===== config.mk =====
export PLATFORM = sky130hd
export DESIGN_NAME = xstb_fifo_port
export DESIGN_NICKNAME = d
export VERILOG_FILES = /design/src/rtl/xstb_pkg.sv /design/src/rtl/xstb_sync.sv /design/src/rtl/xstb_cyc_dec.sv /design/src/rtl/xstb_fifo.sv /design/src/rtl/xstb_fifo_port.sv
export SDC_FILE = /design/constraint.sdc
export NUM_CORES = 1
export LEC_CHECK = 0
export ABC_AREA = 1
export BUFFER_PORTS_ARGS = -buffer_cell sky130_fd_sc_hd__buf_2
export CORE_ASPECT_RATIO = 1.2
export CORE_MARGIN = 8
export CORE_UTILIZATION = 50
export CTS_BUF_LIST = sky130_fd_sc_hd__clkbuf_4 sky130_fd_sc_hd__clkbuf_8
export DETAILED_ROUTE_END_ITERATION = 12
export GPL_ROUTABILITY_DRIVEN = 0
export PLACE_DENSITY = 0.68
export SLEW_MARGIN = 20
export SYNTH_ARGS = -nofsm -noshare
export SYNTH_HDL_FRONTEND = slang
export SYNTH_HIERARCHICAL = 1
export SYNTH_SLANG_ARGS = --single-unit

===== constraint.sdc =====
create_clock -name clk -period 3.1 [get_ports clk]
set_clock_uncertainty 0.05 [all_clocks]
set_input_delay 0.155 -clock clk [delete_from_list [all_inputs] [get_ports clk]]
set_output_delay 0.155 -clock clk [all_outputs]
set_load 0.02 [all_outputs]

===== src/rtl/xstb_pkg.sv =====
package xstb_pkg;
   typedef enum logic [1:0] {
      CYC_IDLE  = 2'd0,
      CYC_RDOUT = 2'd1,
      CYC_WRIN  = 2'd2
   } cyc_e;

   function automatic int unsigned lvl_bits(input int unsigned depth);
      return $clog2(depth + 1);
   endfunction
endpackage


===== src/rtl/xstb_sync.sv =====
module xstb_sync #(
   parameter int unsigned W      = 1,
   parameter int unsigned STAGES = 2
) (
   input  logic         clk,
   input  logic         rst_n,
   input  logic [W-1:0] d,
   output logic [W-1:0] q
);
   if (STAGES < 2) begin : g_bad_stages
      $error("xstb_sync needs at least two stages");
   end

   logic [W-1:0] chain [STAGES];

   always_ff @(posedge clk or negedge rst_n) begin
      if (!rst_n) begin
         for (int i = 0; i < STAGES; i++) chain[i] <= '0;
      end else begin
         chain[0] <= d;
         for (int i = 1; i < STAGES; i++) chain[i] <= chain[i-1];
      end
   end

   assign q = chain[STAGES-1];
endmodule


===== src/rtl/xstb_cyc_dec.sv =====
module xstb_cyc_dec
   import xstb_pkg::*;
(
   input  logic clk,
   input  logic rst_n,
   input  logic active,
   input  logic stb_s,
   input  logic dir_s,
   output cyc_e cyc
);
   logic stb_prev;

   always_ff @(posedge clk or negedge rst_n) begin
      if (!rst_n) stb_prev <= 1'b0;
      else        stb_prev <= stb_s;
   end

   always_comb begin
      cyc = CYC_IDLE;
      if (active && stb_s && !stb_prev) cyc = dir_s ? CYC_RDOUT : CYC_WRIN;
   end
endmodule


===== src/rtl/xstb_fifo.sv =====
module xstb_fifo #(
   parameter int unsigned W     = 16,
   parameter int unsigned DEPTH = 8
) (
   input  logic                                   clk,
   input  logic                                   rst_n,
   input  logic                                   push,
   input  logic [W-1:0]                           wdata,
   input  logic                                   pop,
   output logic [W-1:0]                           rdata,
   output logic                                   full,
   output logic                                   empty,
   output logic [xstb_pkg::lvl_bits(DEPTH)-1:0]   level
);
   localparam int unsigned AW = (DEPTH > 1) ? $clog2(DEPTH) : 1;
   localparam int unsigned LW = xstb_pkg::lvl_bits(DEPTH);
   localparam logic [LW-1:0] FULL_CNT = LW'(DEPTH);

   if (DEPTH < 2) begin : g_bad_depth
      $error("xstb_fifo depth must be at least 2");
   end
   if (W < 1) begin : g_bad_width
      $error("xstb_fifo width must be at least 1");
   end

   logic [W-1:0]  mem [DEPTH];
   logic [AW-1:0] wr_ptr, rd_ptr, wr_nxt, rd_nxt;
   logic [LW-1:0] cnt;
   logic          do_push, do_pop;

   assign do_push = push && (cnt != FULL_CNT);
   assign do_pop  = pop  && (cnt != '0);

   if ((1 << AW) == DEPTH) begin : g_pow2
      assign wr_nxt = wr_ptr + 1'b1;
      assign rd_nxt = rd_ptr + 1'b1;
   end else begin : g_wrap
      localparam logic [AW-1:0] LAST = AW'(DEPTH - 1);
      assign wr_nxt = (wr_ptr == LAST) ? '0 : wr_ptr + 1'b1;
      assign rd_nxt = (rd_ptr == LAST) ? '0 : rd_ptr + 1'b1;
   end

   always_ff @(posedge clk) begin
      if (do_push) mem[wr_ptr] <= wdata;
   end

   always_ff @(posedge clk or negedge rst_n) begin
      if (!rst_n) begin
         wr_ptr <= '0;
         rd_ptr <= '0;
         cnt    <= '0;
      end else begin
         if (do_push) wr_ptr <= wr_nxt;
         if (do_pop)  rd_ptr <= rd_nxt;
         case ({do_push, do_pop})
            2'b10:   cnt <= cnt + 1'b1;
            2'b01:   cnt <= cnt - 1'b1;
            default: cnt <= cnt;
         endcase
      end
   end

   assign rdata = mem[rd_ptr];
   assign full  = (cnt == FULL_CNT);
   assign empty = (cnt == '0);
   assign level = cnt;
endmodule


===== src/rtl/xstb_fifo_port.sv =====
module xstb_fifo_port
   import xstb_pkg::*;
#(
   parameter int unsigned DATA_W      = 16,
   parameter int unsigned DEPTH       = 8,
   parameter int unsigned SYNC_STAGES = 2,
   localparam int unsigned LW         = xstb_pkg::lvl_bits(DEPTH)
) (
   input  logic              clk,
   input  logic              rst_n,
   input  logic              cfg_mode_sel,
   input  logic              cfg_clk_out,
   input  logic              tx_push,
   input  logic [DATA_W-1:0] tx_wdata,
   output logic              tx_full,
   output logic              tx_empty,
   output logic [LW-1:0]     tx_level,
   input  logic              rx_pop,
   output logic [DATA_W-1:0] rx_rdata,
   output logic              rx_full,
   output logic              rx_empty,
   output logic [LW-1:0]     rx_level,
   input  logic              ovf_clr,
   output logic              ovf_irq,
   output logic              udr_flag,
   input  logic              ext_stb,
   input  logic              ext_dir,
   input  logic [DATA_W-1:0] ext_din,
   output logic [DATA_W-1:0] ext_dout,
   output logic              ext_oe,
   output logic              ext_rdreq
);
   localparam int unsigned SW = DATA_W + 2;

   if (SYNC_STAGES < 2) begin : g_bad_sync
      $error("xstb_fifo_port needs two or more sync stages");
   end

   logic              active;
   logic [SW-1:0]     sync_d, sync_q;
   logic              stb_s, dir_s;
   logic [DATA_W-1:0] din_s;
   cyc_e              cyc;
   logic [DATA_W-1:0] tx_head;
   logic              rx_push;
   logic              tx_pop;

   assign active = cfg_mode_sel && !cfg_clk_out;

   // strobe, direction and bus word share one pipeline so they stay aligned
   assign sync_d = {ext_stb, ext_dir, ext_din};

   xstb_sync #(.W(SW), .STAGES(SYNC_STAGES)) u_sync (
      .clk   (clk),
      .rst_n (rst_n),
      .d     (sync_d),
      .q     (sync_q)
   );

   assign stb_s = sync_q[SW-1];
   assign dir_s = sync_q[SW-2];
   assign din_s = sync_q[DATA_W-1:0];

   xstb_cyc_dec u_dec (
      .clk    (clk),
      .rst_n  (rst_n),
      .active (active),
      .stb_s  (stb_s),
      .dir_s  (dir_s),
      .cyc    (cyc)
   );

   assign tx_pop  = (cyc == CYC_RDOUT) && !tx_empty;
   assign rx_push = (cyc == CYC_WRIN) && !rx_full;

   xstb_fifo #(.W(DATA_W), .DEPTH(DEPTH)) u_txq (
      .clk   (clk),
      .rst_n (rst_n),
      .push  (tx_push),
      .wdata (tx_wdata),
      .pop   (tx_pop),
      .rdata (tx_head),
      .full  (tx_full),
      .empty (tx_empty),
      .level (tx_level)
   );

   xstb_fifo #(.W(DATA_W), .DEPTH(DEPTH)) u_rxq (
      .clk   (clk),
      .rst_n (rst_n),
      .push  (rx_push),
      .wdata (din_s),
      .pop   (rx_pop),
      .rdata (rx_rdata),
      .full  (rx_full),
      .empty (rx_empty),
      .level (rx_level)
   );

   always_ff @(posedge clk or negedge rst_n) begin
      if (!rst_n) begin
         ext_dout <= '0;
         ext_oe   <= 1'b0;
         udr_flag <= 1'b0;
         ovf_irq  <= 1'b0;
      end else begin
         if (ovf_clr) ovf_irq <= 1'b0;
         if (!active) ext_oe <= 1'b0;
         case (cyc)
            CYC_RDOUT: begin
               ext_oe <= 1'b1;
               if (!tx_empty) ext_dout <= tx_head;
               else           udr_flag <= 1'b1;
            end
            CYC_WRIN: begin
               ext_oe <= 1'b0;
               if (rx_full) ovf_irq <= 1'b1;
            end
            default: ;
         endcase
      end
   end

   assign ext_rdreq = active && !tx_empty;
endmodule


* Word level (Yosys, flattened, before mapping)
Memories as Yosys holds them, arrays and structs flattened. A register that Yosys moved wholly into a read port is not among the register bits.
Cells that the tools add are included.
** Word-level totals
- Bits in registers :: 60
- Bits in latches :: 0
- RAM bits :: 256
- Memory bits (read-only) :: 0
- Output and inout bits :: 48
- Memories kept :: 2
** Memory list
- u_rxq.mem :: words 8, width 16, read ports 1, clocked after memory_dff 0, wr ports 1, line xstb_fifo.sv:26 : logic [W-1:0] mem [DEPTH];
- u_txq.mem :: words 8, width 16, read ports 1, clocked after memory_dff 1, wr ports 1, line xstb_fifo.sv:26
** Cells by class
- Add/subtract/negate cells :: 8
- Multipliers :: 0
- Div/mod/pow operators :: 0
- Magnitude comparators :: 0
- Eq/ne operators :: 11
- Shifts and indexed selects :: 0
- Mux-type cells :: 13
- Bitwise operators :: 1
- Reduce and logical (&&, ||, !) cells :: 23
** Operator list (count)
- $pmux W4 S2 :: 2
- $add A3 B1 Y3 const B :: 4
- $logic_and A1 B1 Y1 :: 10
- $add A4 B1 Y4 const B :: 2
- $eq A4 B4 Y1 const B :: 2
- $logic_not A4 Y1 :: 2
- $mux W1 :: 8
- $ne A4 B4 Y1 const B :: 2
- $reduce_bool A4 Y1 :: 2
- $sub A4 B1 Y4 const B :: 2
- $eq A2 B1 Y1 const B :: 3
- $eq A2 B2 Y1 const B :: 3
- $logic_not A1 Y1 :: 5
- $mux W2 :: 2
- $reduce_and A2 Y1 :: 2
- $reduce_bool A2 Y1 :: 2
- $ne A3 B1 Y1 const B :: 1
- $pmux W1 S2 :: 1
- $not A1 Y1 :: 1

* Logic depth before layout (Yosys ltp)
Gate-level depths: netlist of run 1.
- Word-level depth :: 10
- Gate-level depth with buffers :: 18

* By module
Netlist of run 1, hierarchy kept.
** By module, submodules not included
- xstb_fifo :: instances 2, cells each 634, area an instance 6112.1 um^2, seq. area each 4093.9 um^2
- xstb_sync :: instances 1, cells each 54, area an instance 1036.0 um^2, seq. area each 900.9 um^2
- xstb_fifo_port :: instances 1, cells each 89, area an instance 820.8 um^2, seq. area each 475.5 um^2
- xstb_cyc_dec :: instances 1, cells each 6, area an instance 50.0 um^2, seq. area each 25.0 um^2

* Worst setup path before layout of run 1
No wires, ideal clock.
- Kind :: register to register
- Start :: register u_rxq.cnt[1], in the netlist u_rxq/level[1]
- End :: memory u_rxq.mem[6][0], enable pin
- Arrival time :: 2.380 ns
- Slack :: 0.260 ns
- Cell stages (with the launch flop) :: 8
- Buffers on the path :: 1
- Cell sequence :: dfrtp_1 -> nor2_1 -> nand3_1 -> inv_1 -> nor2_1 -> nand2_1 -> buf_4 -> nor3_1
** On the way
- Cells in the longest elaborated chain, start to end :: 6
- Elaborated cells on any way between the ends :: 7
- Classes of those cells :: 2 x eq/ne; 2 x mux; 3 x reduce/logical
** Ends and longest elaborated chain
- start: declaration :: line xstb_fifo.sv:28 : logic [LW-1:0] cnt;
- start signal: assignment :: line xstb_fifo.sv:56 : 2'b10: cnt <= cnt + 1'b1;
- start signal: assignment :: line xstb_fifo.sv:57 : 2'b01: cnt <= cnt - 1'b1;
- start signal: assignment :: line xstb_fifo.sv:58 : default: cnt <= cnt;
- $eq A4 B4 Y1 :: line xstb_fifo.sv:64 : assign full = (cnt == FULL_CNT);
- named net rx_full :: line xstb_fifo_port.sv:20 : output logic rx_full,
- $logic_not A1 Y1 :: line xstb_fifo_port.sv:74 : assign rx_push = (cyc == CYC_WRIN) && !rx_full;
- $logic_and A1 B1 Y1 :: line xstb_fifo_port.sv:74
- named net rx_push :: line xstb_fifo_port.sv:45 : logic rx_push;
- $logic_and A1 B1 Y1 :: line xstb_fifo.sv:31 : assign do_push = push && (cnt != FULL_CNT);
- $mux W1 :: line xstb_fifo.sv:44 : if (do_push) mem[wr_ptr] <= wdata;
- $mux W1 (implied by the code) :: line xstb_fifo.sv:44
- end: declaration :: line xstb_fifo.sv:26
The timed path passes the listed nets, and every way through them passes these cells.

* Worst setup path in the final report of run 1
- Start :: register u_txq.cnt[1], in the netlist u_txq/level[1]
- End :: register u_txq.cnt[3], in the netlist u_txq/level[3]
** On the way
- Cells in the longest elaborated chain, start to end :: 6
- Elaborated cells on any way between the ends :: 13
- Classes of those cells :: 2 x add/sub; 3 x eq/ne; 1 x mux; 7 x reduce/logical
** Ends and longest elaborated chain
- start: declaration :: line xstb_fifo.sv:28
- start signal: assignment :: line xstb_fifo.sv:56
- start signal: assignment :: line xstb_fifo.sv:57
- start signal: assignment :: line xstb_fifo.sv:58
- $logic_not A4 Y1 (*) :: line xstb_fifo.sv:65 : assign empty = (cnt == '0);
- $logic_not A1 Y1 (*) :: line xstb_fifo_port.sv:73 : assign tx_pop = (cyc == CYC_RDOUT) && !tx_empty;
- $logic_and A1 B1 Y1 (*) :: line xstb_fifo_port.sv:73
- named net tx_pop :: line xstb_fifo_port.sv:46 : logic tx_pop;
- $logic_and A1 B1 Y1 (*) :: line xstb_fifo.sv:32 : assign do_pop = pop && (cnt != '0);
- named net u_txq.do_pop :: line xstb_fifo.sv:29 : logic do_push, do_pop;
- $eq A2 B1 Y1 / $eq A2 B2 Y1 (equally long branches) :: line xstb_fifo.sv:55 : case ({do_push, do_pop})
- $pmux W4 S2 / $reduce_bool A2 Y1 (equally long branches)
Mark *: on every way through the listed nets, which the timed path passes. The rest lies on a longest branch.
A chain may end at the register's enable or synchronous reset.

==> qor.csv, run 1 <==
stage,metric,value,unit
clock_network,htreeDepth,2,
clock_network,root_buffer,clkbuf_8,
synthesis,ys_async_sr_fraction,22.9,%
floorplan,start_util,50.6,%
synthesis,yosysTopAreaCell,edfxtp_1,
final_layout,drive_gt1_share,14.5,%
floorplan,die_w,169,um
min_path,hold_end,ovf_irq$_DFF_PN0_,
power_and_ir_drop,ir_worst_vdd,0.436,mV
job,max_cap_violations,0,
min_path,hold_depth,7,
critical_path,crit_buf_inv,4,
critical_path,rrSetupSlack,290,ps
synthesis,netlist_top_cells_area,"edfxtp_1 54%, dfrtp_1 13%, nand2_1 13%",
timing,whs,106,ps
floorplan,core_area,27900,um^2
critical_path,worstReg2RegStart,u_txq/level[1]$_DFFE_PN0P_,
synthesis,yosys.area_share.simple,22.3,%
global_routing,track_usage,17.5,%
global_routing,grt_overflow,0,
floorplan,die_h,200,um
critical_path,required,3490,ps
final_layout,area_growth,16.3,%
clock_network,clkSlewWorstSetupHoldPaths,60,ps
synthesis,syn-num-nets,1470,
clock_network,cts_buffers,51,
timing,hold_violations,0,
critical_path,path_common_cell,nand2_1,
detailed_routing,first_pass_iters,6,
global_routing,grt_max_degree,77,
floorplan,ioPinCount,89,
timing,worst_pin_slew,757,ps
critical_path,critPathSlowestCell,dfrtp_1,
synthesis,yosys_warnings,6,
synthesis,ys_ff_latch,332,
clock_network,clock_latency,560,ps
synthesis,synth_xor_area_share,0.744,%
power_and_ir_drop,powerDensity,851,nW/um^2
synthesis,syn_area,14100,um^2
global_routing,antenna_found_initial,0,
synthesis,synth_compound_area_share,0.372,%
critical_path,start_kind,register,
detailed_routing,vias,9307,
timing,fmax,356,MHz
detailed_routing,routedWlPerCell,14.9,um
critical_path,max_stage_delay,410,ps
floorplan,num_rows,67,
critical_path,regToRegEndpoint,u_txq/level[3]$_DFFE_PN0P_,
synthesis,yosys-mux-area-fraction,0,%
min_path,hp-class,input port to register,
timing,setup_tns,0,ps
synthesis,yosysSeqAreaShare,67.9,%
timing,fin_crit,2810,ps
detailed_routing,drc,0,
global_routing,grt_pass1_wl,46800,um
timing,grt_setup_unrepaired,no,
synthesis,synth_cell_types,22,
critical_path,cp_top_family,simple AND/OR/NAND/NOR gates,
power_and_ir_drop,leakage,7.44,nW
critical_path,critical_path_class,register to register,
detailed_routing,wl,29500,um
global_routing,grt_pass1_vias,9073,
min_path,hp-start,cfg_mode_sel,
synthesis,synth_top_area_share,54.4,%
synthesis,synthAdderAreaFrac,1.17,%
final_layout,final_common_cell,nand2_1,
final_layout,layout_common_cells,"499 x nand2_1, 264 x nor2_1, 256 x edfxtp_1",
clock_network,cts_buffer_depth,3,
place,place_hpwl,18200,um
synthesis,synth_ff_type,edfxtp_1,
synthesis,synth_top_family_by_area,simple AND/OR/NAND/NOR gates,
synthesis,postSynthCellCount,1417,
critical_path,cp_data_arrival_time,3200,ps
clock_network,cts_num_sinks,332,
detailed_routing,antenna_left,0,
synthesis,syn_avg_cell_area,9.97,um^2
timing,setup_viol,0,
critical_path,worstPathCellList,nor2_1 -> nand3_1 -> inv_1 -> clkinv_2 -> nand3_4 -> inv_1 -> nand2_1 -> inv_1 -> ha_1 -> ha_1 -> or2_2 -> nand2_1 -> nand2_1 -> nand3_1 -> nand2_1,
timing,slew-limit-headroom,49.5,%
final_layout,final_nets,1610,
detailed_routing,drt_iter0_markers,547,
final_layout,n_antenna_cell,0,
critical_path,reg2reg_depth,15,
detailed_routing,via_per_inst,4.71,
place,port_buffers,88,
timing,finalCritPeriodShare,90.5,%
critical_path,crit_fanout,18,
outcome,outcome,"finished, final reports clean",
floorplan,die-area,33900,um^2
clock_network,cts_tree,built,
synthesis,synth-edff-count,256,
timing,slew_viol_final,0,
critical_path,worstSetupEndpointType,register,
-- kinds of logic after synthesis --
| kind of cell | count (synthesis) |
|---|---|
| AND/OR/NAND/NOR | 812 |
| XOR/XNOR | 12 |
| flip-flops | 332 |
| adder cells (fa/ha/maj) | 12 |
| AO/OA/AOI/OAI | 10 |
| buffers and inverters | 239 |
-- what timing repair did --
| action | 4_1_cts | 5_1_grt |
|---|---|---|
| buffers inserted | 0 | 1 |
| gates resized for setup | 0 | 1 |
| hold buffers | 40 | 0 |
| endpoints found under the setup margin | 0 | 1 |
| endpoints found under the hold margin | 228 | 0 |
-- worst reg2reg max path: cells and delay by family (launching register included) --
family	cells	cell delay [ps]
fa+ha+maj	2	570
simple gates	9	1110
buf+inv	4	570
flops	1	410
-- worst max-delay path by stage --
stage                                           from                         end  depth (start not counted)  slack (ps)
after CTS                 u_txq/level[3]$_DFFE_PN0P_  u_txq/level[3]$_DFFE_PN0P_                         15         200
final                     u_txq/level[1]$_DFFE_PN0P_  u_txq/level[3]$_DFFE_PN0P_                         15         290
after floorplan           u_rxq/level[1]$_DFFE_PN0P_   u_rxq/mem[6][0]$_DFFE_PP_                          7         260
after global routing      u_txq/level[1]$_DFFE_PN0P_  u_txq/level[3]$_DFFE_PN0P_                         15          80
after detailed placement  u_txq/level[3]$_DFFE_PN0P_  u_txq/level[3]$_DFFE_PN0P_                         15         210
after global placement    u_txq/level[1]$_DFFE_PN0P_  u_txq/level[3]$_DFFE_PN0P_                         15         290
-- metrics by stage --
step	cells	setup slack (ps)	power, mW	cell area (um^2)	util, %
global placement	1842	292	10.3	15000	53.6
global route	1978	80.3	14.9	16400	58.9
detailed placement	1842	211	10.4	15000	53.6
finish	1978	294	14.0	16400	58.9
floorplan	1417	260	9.02	14100	-
CTS	1977	200	14.2	16400	58.8
-- sequential cells by signal (all words and copies together) (netlist names), 3 cells and up --
name / cells
u_rxq/wr_ptr: 3
u_txq/wr_ptr: 3
u_rxq/mem: 128
u_sync/q: 18
u_txq/mem: 128
u_sync/chain: 18
u_rxq/level: 4
u_txq/level: 4
ext_dout: 16
u_rxq/rd_ptr: 3
u_txq/rd_ptr: 3
-- synth_stat cells (all sizes together) (4+ instances only) --
master	count
nand2	499
inv	166
nor2	264
dfrtp	76
xnor2	8
nand3	14
nand4	16
clkbuf	6
nor3	17
o21ai	9
buf	67
ha	10
edfxtp	256
xor2	4
-- cell type report --
type	count	area [um^2]
flip-flops and latches	332	9600
well taps	379	474
clock inverters	12	76.3
repair buffers	160	1120
multi-input cells	846	3550
inverters	166	624
fillers	2356	11500
clock buffers	83	992
-- power by group --
part           leakage (nW)  switching, mW  internal (mW)
clock                 0.575           1.60           2.10
combinational          3.63           2.94           1.48
sequential             3.23          0.531           5.33
total                  7.44           5.07           8.91
-- routing by layer --
layer / GRT usage [%] / wire, um
met1: 20.5 / 11900
met2: 31.5 / 15300
met3: 3.19 / 1550
met4: 5.86 / 710
met5: 0 / 0
(Power assumes the default switching activity.)
==> run 2: changes to the inputs <==
Settings changed: PLACE_DENSITY 0.68 to 0.7, RECOVER_POWER set to 50.
Clock period 3.1 ns to 2.52 ns, I/O delays scaled along.
==> qor.csv, run 2 (synthesis gave the netlist of run 1 again) <==
stage,metric,value,unit,change
clock_network,root_buffer,clkbuf_8,,
critical_path,regToRegEndpoint,u_txq/level[3]$_DFFE_PN0P_,,
timing,setup_viol,0,,unchanged
timing,worst_pin_slew,1180,ps,+419 ps
final_layout,final_nets,1621,,+0.68%
min_path,hold_end,u_sync/chain[27]$_DFF_PN0_,,
critical_path,critical_path_class,register to register,,
floorplan,die-area,33900,um^2,unchanged
power_and_ir_drop,leakage,7.46,nW,+0.37%
final_layout,fillers,2320,,-1.5%
min_path,hp-class,input port to register,,
final_layout,n_antenna_cell,0,,unchanged
critical_path,worstReg2RegStart,u_txq/level[1]$_DFFE_PN0P_,,
final_layout,final_common_cell,nand2_1,,
global_routing,grt_pass1_wl,48100,um,+2.8%
global_routing,grt_max_degree,73,,-5.2%
detailed_routing,routedWlPerCell,14.9,um,about the same
floorplan,die_w,169,um,unchanged
detailed_routing,drc,0,,unchanged
power_and_ir_drop,p_seq_share,40.0,%,-1.9 points
power_and_ir_drop,pwr-share-comb,32.3,%,+0.7 points
clock_network,cts_buffer_depth,3,,unchanged
timing,grt_setup_unrepaired,no,,
timing,slew_viol_final,0,,unchanged
timing,whs,149,ps,+43.1 ps
outcome,outcome,"finished, final reports clean",,
clock_network,cts_tree,built,,
floorplan,start_util,50.6,%,unchanged
detailed_routing,vias,9437,,+1.4%
detailed_routing,wl,29700,um,+0.51%
critical_path,rrSetupSlack,180,ps,-110 ps
critical_path,reg2reg_depth,15,,unchanged
clock_network,clkSlewWorstSetupHoldPaths,60,ps,about the same
detailed_routing,first_pass_iters,5,,-1
floorplan,core_area,27900,um^2,unchanged
timing,fmax,428,MHz,+20%
detailed_routing,antenna_left,0,,unchanged
timing,finalCritPeriodShare,92.8,%,+2.2 points
power_and_ir_drop,internal-power,11.3,mW,+27%
clock_network,cts_num_sinks,332,,unchanged
clock_network,postCtsSetupBuffers,0,,unchanged
critical_path,start_kind,register,,
final_layout,area_growth,17.5,%,
global_routing,track_usage,17.8,%,+0.34 points
min_path,hp-start,ext_din[9],,
power_and_ir_drop,ir_worst_vdd,0.664,mV,+52%
power_and_ir_drop,p_sw,6.31,mW,+24%
global_routing,grt_pass1_vias,9583,,+5.6%
clock_network,clock_latency,560,ps,about the same
timing,slew-limit-headroom,21.6,%,-28 points
floorplan,die_h,200,um,unchanged
floorplan,num_rows,67,,unchanged
clock_network,cts_buffers,52,,+2.0%
power_and_ir_drop,p_sw_share,35.8,%,-0.43 points
global_routing,antenna_found_initial,0,,unchanged
job,max_cap_violations,0,,unchanged
critical_path,cp_data_arrival_time,2740,ps,-460 ps
place,port_buffers,88,,unchanged
final_layout,drive_gt1_share,14.3,%,-0.17 points
detailed_routing,via_per_inst,4.74,,+0.79%
power_and_ir_drop,clkPwrFrac,27.7,%,+1.2 points
critical_path,required,2930,ps,-560 ps
min_path,hold_depth,2,,-5
floorplan,ioPinCount,89,,unchanged
final_layout,layout_common_cells,"498 x nand2_1, 262 x nor2_1, 256 x edfxtp_1",,
timing,hold_violations,0,,unchanged
clock_network,htreeDepth,2,,unchanged
final_layout,reg_top3,"u_rxq/mem (128), u_txq/mem (128)",,
place,place_hpwl,18400,um,+0.64%
place,dpl_cell_area,15100,um^2,+0.69%
final_layout,post-route-cell-area,16600,um^2,+0.95%
global_routing,grt_overflow,0,,unchanged
critical_path,crit_fanout,5,,-13
detailed_routing,drt_iter0_markers,517,,-5.5%
power_and_ir_drop,powerDensity,1060,nW/um^2,+25%
critical_path,worstSetupEndpointType,register,,
timing,fin_crit,2340,ps,-469 ps
==> run 2: cell count changes in the layout (fill, tap and decap cells not counted), sizes merged <==
cell	previous run	this run
buf	120	108
clkbuf	83	94
bufinv	1	5
clkinv	12	16
clkinvlp	0	2
inv	165	167
dlygate4sd3	40	41
==> run 2: cell type report <==
type | instances | area (um^2) | share of cell area, %
Sequential cell | 332 | 9600 | 57.8
Multi-Input combinational cell | 846 | 3570 | 21.5
Timing Repair Buffer | 170 | 1170 | 7.05
Clock buffer | 73 | 917 | 5.53
Inverter | 166 | 626 | 3.77
Tap cell | 379 | 474 | 2.86
Clock inverter | 24 | 244 | 1.47
==> run 2: layer usage <==
layer | global-route usage (%) | up-vias | wire length [um]
li1 | - | 4708 | -
met1 | 20.4 | 4397 | 11700
met2 | 32.6 | 273 | 15600
met3 | 3.23 | 59 | 1720
met4 | 6.17 | 0 | 707
met5 | 0 | - | 0
==> run 2: worst max path at each step <==
| stage | startpoint | endpoint | slack, ps | depth (start not counted) |
|---|---|---|---|---|
| 5_1_grt | u_dec/stb_prev$_DFF_PN0_ | u_rxq/level[3]$_DFFE_PN0P_ | 4 | 13 |
| 4_1_cts | u_txq/level[1]$_DFFE_PN0P_ | u_txq/level[3]$_DFFE_PN0P_ | 140 | 15 |
| 2_1_floorplan | u_rxq/level[1]$_DFFE_PN0P_ | u_rxq/mem[6][0]$_DFFE_PP_ | -320 | 7 |
| 3_5_place_dp | u_txq/level[1]$_DFFE_PN0P_ | u_txq/level[3]$_DFFE_PN0P_ | 160 | 15 |
| 6_report | u_txq/level[1]$_DFFE_PN0P_ | u_txq/level[3]$_DFFE_PN0P_ | 180 | 15 |
| 3_3_place_gp | u_txq/level[1]$_DFFE_PN0P_ | u_txq/level[3]$_DFFE_PN0P_ | 230 | 15 |
==> run 2: critical path: stages (launching register included) <==
cell and delay, ps:
dfrtp_2 430, nor2_2 150, nand3_2 110, inv_2 110, inv_4 40, nand3_4 60, inv_1 50, nand2_2 110
inv_1 70, ha_2 200, ha_1 310, or2_2 310, nand2_1 70, nand2_1 40, nand3_1 60, nand2_1 50
==> run 2: through the flow <==
stage | power, mW | utilization [%] | setup TNS (ps) | std cells | worst slack [ps]
finish | 17.6 | 59.5 | 0 | 1990 | 183
CTS | 17.8 | 59.6 | 0 | 1990 | 142
floorplan | 11.1 | - | -40920 | 1417 | -320
global route | 18.8 | 59.5 | 0 | 1990 | 3.51
global placement | 12.7 | 54.0 | 0 | 1852 | 233
detailed placement | 12.8 | 54.0 | 0 | 1852 | 156
==> run 2: power groups by stage <==
| stage | Sequential, mW | Clock (mW) | Combinational (mW) |
|---|---|---|---|
| finish | 7.04 | 4.87 | 5.69 |
| global route | 7.12 | 5.25 | 6.45 |
| CTS | 7.04 | 5.00 | 5.75 |
| detailed placement | 7.15 | 0 | 5.66 |
| global placement | 7.12 | 0 | 5.53 |
| floorplan | 7.18 | 0 | 3.97 |
==> run 2: repair_timing <==
item,CTS,global route
endpoints found under the setup margin,0,2
gates resized for setup,0,2
hold endpoints to repair,223,0
hold buffers,41,0
